--- src/rtl/tbr_pkg.sv ---
package tbr_pkg;

  typedef struct packed {
    logic enable;
    logic level_mode;
  } tamp_cfg_t;

  function automatic logic idx_in_range(input int unsigned idx, input int unsigned n_words);
    return idx < n_words;
  endfunction

  function automatic logic event_rule(input logic en, input logic level_mode,
                                      input logic cur, input logic prev);
    if (!en) return 1'b0;
    if (level_mode) return cur;
    return cur & ~prev;
  endfunction

endpackage

--- src/rtl/tbr_detect.sv ---
module tbr_detect
  import tbr_pkg::*;
#(
  parameter int SYNC_STAGES = 2
) (
  input  logic      clk,
  input  logic      rst_n,
  input  logic      tamper_raw,
  input  tamp_cfg_t cfg,
  output logic      tamper_evt
);

  logic [SYNC_STAGES-1:0] sync_q;
  logic                   prev_q;

  genvar s;
  generate
    for (s = 0; s < SYNC_STAGES; s++) begin : g_sync
      if (s == 0) begin : g_first
        always_ff @(posedge clk or negedge rst_n) begin
          if (!rst_n) sync_q[0] <= 1'b0;
          else        sync_q[0] <= tamper_raw;
        end
      end else begin : g_next
        always_ff @(posedge clk or negedge rst_n) begin
          if (!rst_n) sync_q[s] <= 1'b0;
          else        sync_q[s] <= sync_q[s-1];
        end
      end
    end
  endgenerate

  always_ff @(posedge clk or negedge rst_n) begin
    if (!rst_n) prev_q <= 1'b0;
    else        prev_q <= sync_q[SYNC_STAGES-1];
  end

  assign tamper_evt = event_rule(cfg.enable, cfg.level_mode,
                                 sync_q[SYNC_STAGES-1], prev_q);

endmodule

--- src/rtl/tbr_flag.sv ---
module tbr_flag (
  input  logic clk,
  input  logic rst_n,
  input  logic set_i,
  input  logic clr_i,
  input  logic irq_en,
  output logic flag_o,
  output logic irq_o
);

  always_ff @(posedge clk or negedge rst_n) begin
    if (!rst_n)     flag_o <= 1'b0;
    else if (set_i) flag_o <= 1'b1;
    else if (clr_i) flag_o <= 1'b0;
  end

  assign irq_o = flag_o & irq_en;

endmodule

--- src/rtl/tbr_store.sv ---
module tbr_store
  import tbr_pkg::*;
#(
  parameter int NUM_WORDS = 20,
  parameter int DATA_W    = 32,
  parameter int ADDR_W    = 5
) (
  input  logic                        clk,
  input  logic                        bkp_rst_n,
  input  logic                        wr_ok,
  input  logic                        erase,
  input  logic [ADDR_W-1:0]           addr,
  input  logic [DATA_W-1:0]           wdata,
  output logic [DATA_W-1:0]           rdata,
  output logic [NUM_WORDS*DATA_W-1:0] flat
);

  genvar w;
  generate
    for (w = 0; w < NUM_WORDS; w++) begin : g_word
      logic [DATA_W-1:0] word_q;
      logic              hit;
      assign hit = wr_ok && (int'(addr) == w);
      always_ff @(posedge clk or negedge bkp_rst_n) begin
        if (!bkp_rst_n)  word_q <= '0;
        else if (erase)  word_q <= '0;
        else if (hit)    word_q <= wdata;
      end
      assign flat[w*DATA_W +: DATA_W] = word_q;
    end
  endgenerate

  always_comb begin
    rdata = '0;
    if (idx_in_range(int'(addr), NUM_WORDS))
      rdata = flat[int'(addr)*DATA_W +: DATA_W];
  end

endmodule

--- src/rtl/tamper_bkp_regfile.sv ---
module tamper_bkp_regfile
  import tbr_pkg::*;
#(
  parameter int NUM_WORDS   = 20,
  parameter int DATA_W      = 32,
  parameter int SYNC_STAGES = 2,
  localparam int ADDR_W     = $clog2(NUM_WORDS)
) (
  input  logic              clk,
  input  logic              sys_rst_n,
  input  logic              bkp_rst_n,
  input  logic              wr_en,
  input  logic [ADDR_W-1:0] addr,
  input  logic [DATA_W-1:0] wdata,
  output logic [DATA_W-1:0] rdata,
  input  logic              tamper_in,
  input  logic              tamp_en,
  input  logic              tamp_level,
  input  logic              irq_en,
  input  logic              flag_clr,
  output logic              tamp_flag,
  output logic              tamp_irq
);

  logic                        any_rst_n;
  logic                        tamper_evt;
  logic                        wr_ok;
  logic [NUM_WORDS*DATA_W-1:0] store_flat;
  tamp_cfg_t                   cfg;

  assign any_rst_n = sys_rst_n & bkp_rst_n;
  assign cfg       = '{enable: tamp_en, level_mode: tamp_level};
  assign wr_ok     = wr_en & sys_rst_n & idx_in_range(int'(addr), NUM_WORDS);

  tbr_detect #(.SYNC_STAGES(SYNC_STAGES)) u_detect (
    .clk        (clk),
    .rst_n      (any_rst_n),
    .tamper_raw (tamper_in),
    .cfg        (cfg),
    .tamper_evt (tamper_evt)
  );

  tbr_flag u_flag (
    .clk    (clk),
    .rst_n  (any_rst_n),
    .set_i  (tamper_evt),
    .clr_i  (flag_clr),
    .irq_en (irq_en),
    .flag_o (tamp_flag),
    .irq_o  (tamp_irq)
  );

  tbr_store #(.NUM_WORDS(NUM_WORDS), .DATA_W(DATA_W), .ADDR_W(ADDR_W)) u_store (
    .clk       (clk),
    .bkp_rst_n (bkp_rst_n),
    .wr_ok     (wr_ok),
    .erase     (tamper_evt),
    .addr      (addr),
    .wdata     (wdata),
    .rdata     (rdata),
    .flat      (store_flat)
  );

endmodule

--- config.mk ---
export PLATFORM = sky130hd
export DESIGN_NAME = tamper_bkp_regfile
export DESIGN_NICKNAME = d
export VERILOG_FILES = /design/src/rtl/tbr_pkg.sv /design/src/rtl/tbr_detect.sv /design/src/rtl/tbr_flag.sv /design/src/rtl/tbr_store.sv /design/src/rtl/tamper_bkp_regfile.sv
export SDC_FILE = /design/constraint.sdc
export NUM_CORES = 1
export LEC_CHECK = 0
export ABC_CLOCK_PERIOD_IN_PS = 2100
export BUFFER_PORTS_ARGS = -buffer_cell sky130_fd_sc_hd__buf_2
export CORE_MARGIN = 5
export CORE_UTILIZATION = 50
export DETAILED_ROUTE_END_ITERATION = 16
export PLACE_DENSITY = 0.69
export SLEW_MARGIN = 0
export SYNTH_ARGS = -nofsm -noshare
export SYNTH_HDL_FRONTEND = slang
export SYNTH_SLANG_ARGS = --single-unit
--- constraint.sdc ---
create_clock -name clk -period 2.1 [get_ports clk]
set_clock_uncertainty 0.1 [all_clocks]
set_input_delay 0.315 -clock clk [delete_from_list [all_inputs] [get_ports clk]]
set_output_delay 0.315 -clock clk [all_outputs]
set_load 0.05 [all_outputs]
==> results.yml, run 1 <==
run_status:
  outcome: "complete, but fails checks"
  failed_checks: "setup timing"
synthesis:
  synth_area_mm2: 0.0309
  synth_edf_count: 0
  synth_flop_cell: "dfrtp_1"
  syn_avg_cell_area_um2: 9.15
  synth_nets: 3427
  netlist.top_cell.by_area: "dfrtp_1"
  synth_area_leaders: "dfrtp_1, nand2_1, a21oi_1"
  netlist_instances: 3381
  seq_area_frac_synth: 0.521
  async_reset_ff_frac: 1.00
  synth.distinct_cells: 39
  ys_ff_latch: 644
  synth_warnings: 0
  synth_top_area_frac: 0.521
power:
  p_per_area_mw_per_mm2: 746
  ir_drop_mv: 0.540
  totalPowerFinal_mw: 28.1
  p_leak_nw: 16.0
critical_path:
  ff2ff_setup_slack_ns: 0.42
  r2r-start: "u_detect.sync_q[1]"
  crit_end: "rdata[20]"
  crit_path_max_fanout: 2
  r2r_cells: 5
  startpoint: "u_store.g_word[7].word_q[20]"
  cp_data_required_time_ns: 1.68
  startpoint_type: "register"
  path_class: "register to primary output"
  r2r_end: "u_store.g_word[0].word_q[26]"
  arrival_ns: 2.22
  cp-end-kind: "primary output"
cells_and_area:
  area_growth_pct: 21.7
  regArea_mm2: 0.0161
  drive_gt1_frac: 0.207
  fin_nets: 3536
  fin_util: 0.612
  multi_input_area_mm2: 0.0140
  fillers: 4798
place:
  gp_congestion: 0.926
  dp_hpwl_um: 66900
  port_buffers: 79
floorplanning:
  num_io_pins: 80
  die_h_um: 259
  start_util: 0.503
  die_w_um: 259
  dieArea_mm2: 0.0669
  core_area_mm2: 0.0615
  row_count: 91
detailed_routing:
  wl_um: 105000
  drt-initial-drc-count: 3737
  wl_met1_um: 38500
  wl_per_cell_um: 24.1
  drc: 0
  vias_per_cell: 6.32
  wl_met3_um: 11700
  drtPass1Iterations: 7
  routed.top_layer: "met4"
  ant_nets: 0
  dr_total_vias: 27400
  dr_wl_met2_um: 49100
global_route:
  antenna_found_initial: 5
  globalRouteOverflowTotal: 0
  grt_use_total: 0.309
  grt_pass1_wl_um: 161000
  grt_max_degree: 80
  grt_pass1_vias: 27800
sta:
  slew_headroom: 0.644
  final-max-slew-violation-count: 0
  finalSetupViolations: 32
  worst_pin_slew_ns: 0.534
  timing.final.ws_setup_ns: -0.536
  max_freq_mhz: 379
  post-route-period-util: 1.26
  rsz0062_at_grt: "true"
  finalHoldViolCount: 0
  fin_crit_ns: 2.64
cts:
  clk_latency_ns: 0.62
  cts.clk_slew.worst_paths_ns: 0.06
  cts_made_buffers: 69
  cts_htree_levels: 3
  cts_tree: "done"
  cts.sink_count: 644
  cts.path.max_buffers: 3
  root_buffer: "clkbuf_16"
run:
  max_cap_violations: 0
worst_hold_path:
  holdCritPathClass: "input port to register"
## metrics by stage
step,hold slack [ns],worst slack (ns),TNS (ns),instances,cell area (um2)
after CTS,0.00197,-0.552,-14.02,4317,37300
after detailed placement,0.173,-0.558,-53.95,4178,34300
after global placement,0.162,-0.536,-39.36,4178,34300
after global routing,0.0421,-0.563,-14.45,4338,37600
after floorplan,-0.0806,-0.0261,-0.307,3381,31200
final,0.0387,-0.536,-13.46,4339,37600
## repair_timing
item / CTS / global route
hold buffers: 11 / 0
endpoints found under the hold margin: 287 / 0
endpoints found under the setup margin: 32 / 32
resized for setup: 138 / 48
pin swaps: 35 / 19
setup buffers: 9 / 16
## cell type report
class                           count  share of cell area
Inverter                            3            0.000299
Antenna cell                        6            0.000399
Clock buffer                      103              0.0533
Sequential cell                   644               0.428
Clock inverter                     21             0.00931
Tap cell                          790              0.0263
Multi-Input combinational cell   2396               0.372
Timing Repair Buffer              376               0.111
## worst min-delay path by stage
stage                    from                            end  slack [ns]  depth (start not counted)
CTS                 wdata[21]   u_store.g_word[0].word_q[21]       0.002                          3
global placement    bkp_rst_n   u_store.g_word[14].word_q[3]        0.16                          1
global route        wdata[20]   u_store.g_word[8].word_q[20]        0.04                          3
finish              wdata[22]  u_store.g_word[19].word_q[22]        0.04                          3
detailed placement  bkp_rst_n  u_store.g_word[14].word_q[10]        0.17                          1
floorplan           bkp_rst_n    u_store.g_word[0].word_q[0]       -0.08                          0
## sequential cells by signal (all words and copies together), names as in the netlist
name and count:
u_detect.sync_q 2, u_detect.prev_q 1, u_flag.flag_o 1, u_store.g_word.word_q 640
## critical path: stages, from the launching register on
cell and delay [ns]:
dfrtp_1 0.39, mux4_2 0.48, nand2_2 0.11, a21oi_4 0.07
a221o_2 0.37, buf_8 0.17
## cells by family (layout without fill, tap and decap cells)
kind of cell           count (synthesis)  count (layout)  synth area share
buffers and inverters                341             503            0.0510
AND/OR/NAND/NOR                     1412            1412             0.179
AO/OA/AOI/OAI                        770             770             0.137
other                                  0               6                 0
flip-flops                           644             644             0.521
multiplexers                         214             214             0.112
## Yosys cell counts, types with 7 or more instances
library cell,n
mux2i_1,108
nand3_1,12
a22oi_1,10
dfrtp_1,644
mux4_2,106
a22o_1,22
a21oi_1,663
buf_4,20
buf_6,14
clkbuf_1,208
o21bai_1,10
nor3_2,14
a221o_1,22
a221oi_1,22
buf_2,90
o22ai_1,10
nand2_1,1345
a32oi_1,10
or3_1,7
## power by group
| group | total [mW] | leakage [nW] | switching [mW] | internal [mW] |
|---|---|---|---|---|
| registers | 12.8 | 8.96 | 0.129 | 12.6 |
| clock network | 12.7 | 1.15 | 5.20 | 7.53 |
| logic | 2.60 | 5.89 | 1.65 | 0.945 |
## metal layers
layer / vias up / global-route usage
met4: 0 / 0.157
met1: 13600 / 0.401
met3: 393 / 0.0715
met2: 1800 / 0.490
met5: - / 0
li1: 11600 / -
## cells in the final DEF, fill, tap and decap left out, drive strengths merged, types with 15 or more instances in the layout
cell | synthesis | routed
a21oi | 663 | 663
a221o | 22 | 22
a221oi | 22 | 22
a22o | 22 | 22
buf | 129 | 364
clkbuf | 209 | 104
dfrtp | 644 | 644
mux2i | 108 | 108
mux4 | 106 | 106
nand2 | 1347 | 1347
nor3 | 15 | 15
No activity file was read; power rests on OpenSTA's default activity.
==> run 2: changes to the inputs <==
- PLACE_DENSITY: 0.69 -> unset
- PLACE_DENSITY_LB_ADDON: unset -> 0.2
==> run 2 against run 1 <==
  * The run still ends with setup timing left
  * Sequential power about the same
  * Flip-flop and latch count unchanged
  * Clock power about the same
  * Count of clock-buffer cells in the layout down 6
  * Wire length increased by 0.30%
  * Critical path type unchanged
  * Largest cell class unchanged
==> results.yml, run 2 (synthesized netlist as in run 1, its figures left out) <==
cts:
  cts_htree_levels: 3
  cts.path.max_buffers: 3
  cts_made_buffers: 69
  cts_tree: "done"
  cts.sink_count: 644
  cts.clk_slew.worst_paths_ns: 0.06
  root_buffer: "clkbuf_16"
  clk_latency_ns: 0.60
floorplanning:
  dieArea_mm2: 0.0669
  num_io_pins: 80
  core_area_mm2: 0.0615
  die_w_um: 259
  row_count: 91
  start_util: 0.503
  die_h_um: 259
critical_path:
  cp_top_family: "multiplexers"
  path_class: "register to primary output"
  cpMaxStageDelayCell: "mux4_2"
  startpoint_type: "register"
  crit_path_cell_trace: "mux4_2 -> nand2_2 -> a21oi_4 -> a221o_2 -> buf_8"
  critPathMaxStageDelay_ns: 0.48
  cp-end-kind: "primary output"
  arrival_ns: 2.21
  cp_data_required_time_ns: 1.68
  crit_path_max_fanout: 2
  crit_buf_inv: 1
cells_and_area:
  fin_nets: 3523
  final_common_cell: "nand2_1"
  fin_util: 0.610
  drive_gt1_frac: 0.205
  reg_top3: "u_store.g_word.word_q x640, u_detect.sync_q x2"
  mostFrequentLayoutCells: "nand2_1, dfrtp_1, a21oi_1"
  fillers: 4933
  area_growth_pct: 21.3
  largest-register: "u_store.g_word.word_q"
  largest_reg_flops: 640
power:
  p_sw_mw: 6.93
  ir_drop_mv: 0.508
  internal-power_mw: 21.0
  power.sequential.fraction: 0.457
  p_per_area_mw_per_mm2: 744
  clock_power_share: 0.451
  power_frac_comb: 0.092
  p_sw_frac: 0.248
  p_leak_nw: 16.0
  totalPowerFinal_mw: 27.9
run_status:
  failed_checks: "setup timing"
  outcome: "complete, but fails checks"
detailed_routing:
  drc: 0
  ant_nets: 0
  wl_per_cell_um: 24.3
  dr_total_vias: 26700
  vias_per_cell: 6.19
  wl_um: 105000
  drtPass1Iterations: 6
  drt-initial-drc-count: 3398
place:
  dp_hpwl_um: 67600
  gp_congestion: 0.868
  port_buffers: 79
global_route:
  grt_use_total: 0.310
  grt_pass1_wl_um: 161000
  globalRouteOverflowTotal: 0
  grt_pass1_vias: 26500
  antenna_found_initial: 7
  grt_max_degree: 93
sta:
  timing.final.ws_setup_ns: -0.524
  post-route-period-util: 1.25
  rsz0062_at_grt: "true"
  finalSetupViolations: 32
  finalHoldViolCount: 0
  worst_pin_slew_ns: 0.589
  max_freq_mhz: 381
  final-max-slew-violation-count: 0
  fin_crit_ns: 2.62
  whs_ns: 0.0361
  slew_headroom: 0.607
  tns_ns: -13.21
run:
  max_cap_violations: 0
worst_hold_path:
  holdCritPathClass: "input port to register"
[run 2: area by class of cell]
type	instances	area, um2	share of cell area
Timing Repair Buffer	363	4120	0.110
Tap cell	790	988	0.0264
Multi-Input combinational cell	2396	13900	0.372
Inverter	3	11.3	0.000300
Clock buffer	97	2020	0.0538
Clock inverter	22	285	0.00761
Antenna cell	5	12.5	0.000334
Sequential cell	644	16100	0.430
[run 2: worst paths after layout]
| check | endpoint | slack (ns) | start | cells after the start |
|---|---|---|---|---|
| max | rdata[12] | -0.52 | u_store.g_word[7].word_q[12] | 5 |
| min | u_store.g_word[1].word_q[27] | 0.04 | wdata[27] | 3 |
| max reg2reg | u_store.g_word[19].word_q[30] | 0.47 | u_detect.prev_q | 4 |
| min reg2reg | u_detect.sync_q[1] | 0.28 | u_detect.sync_q[0] | 0 |
| max in group asynchronous | u_store.g_word[5].word_q[3] | 0.96 | bkp_rst_n | 3 |
| min in group asynchronous | u_store.g_word[1].word_q[4] | 0.10 | bkp_rst_n | 2 |
[run 2: metrics by stage]
step	std cells	instance area [um2]	worst slack, ns
2_1_floorplan	3381	31200	-0.0261
3_3_place_gp	4163	34300	-0.482
3_5_place_dp	4163	34300	-0.490
4_1_cts	4304	37300	-0.583
5_1_grt	4320	37500	-0.555
6_report	4320	37500	-0.524
[run 2: what timing repair did]
item / in CTS / in global routing
setup buffers: 15 / 12
hold buffers: 6 / 0
hold endpoints to repair: 291 / 0
gates cloned: 1 / 0
endpoints found under the setup margin: 32 / 32
gates resized for setup: 134 / 36
pin swaps: 32 / 14
[run 2: worst reg2reg max path, cell delays in order (launching register included)]
cell and delay [ns]:
dfrtp_1 0.40, a21oi_4 0.27, buf_12 0.24, buf_12 0.38, a21oi_1 0.14
[run 2: layer usage]
metal | track usage | wire length [um] | vias to the layer above
met5 | 0 | 21 | -
li1 | - | - | 11500
met2 | 0.470 | 48100 | 1491
met4 | 0.123 | 3830 | 4
met1 | 0.436 | 42100 | 13500
met3 | 0.0756 | 10900 | 269
[run 2: power by group through the flow]
stage	Sequential (mW)	Combinational, mW	Clock (mW)
5_1_grt	12.8	2.74	13.2
4_1_cts	12.7	2.53	12.7
2_1_floorplan	12.9	1.30	0
6_report	12.8	2.58	12.6
3_3_place_gp	13.0	2.38	0
3_5_place_dp	13.0	2.42	0
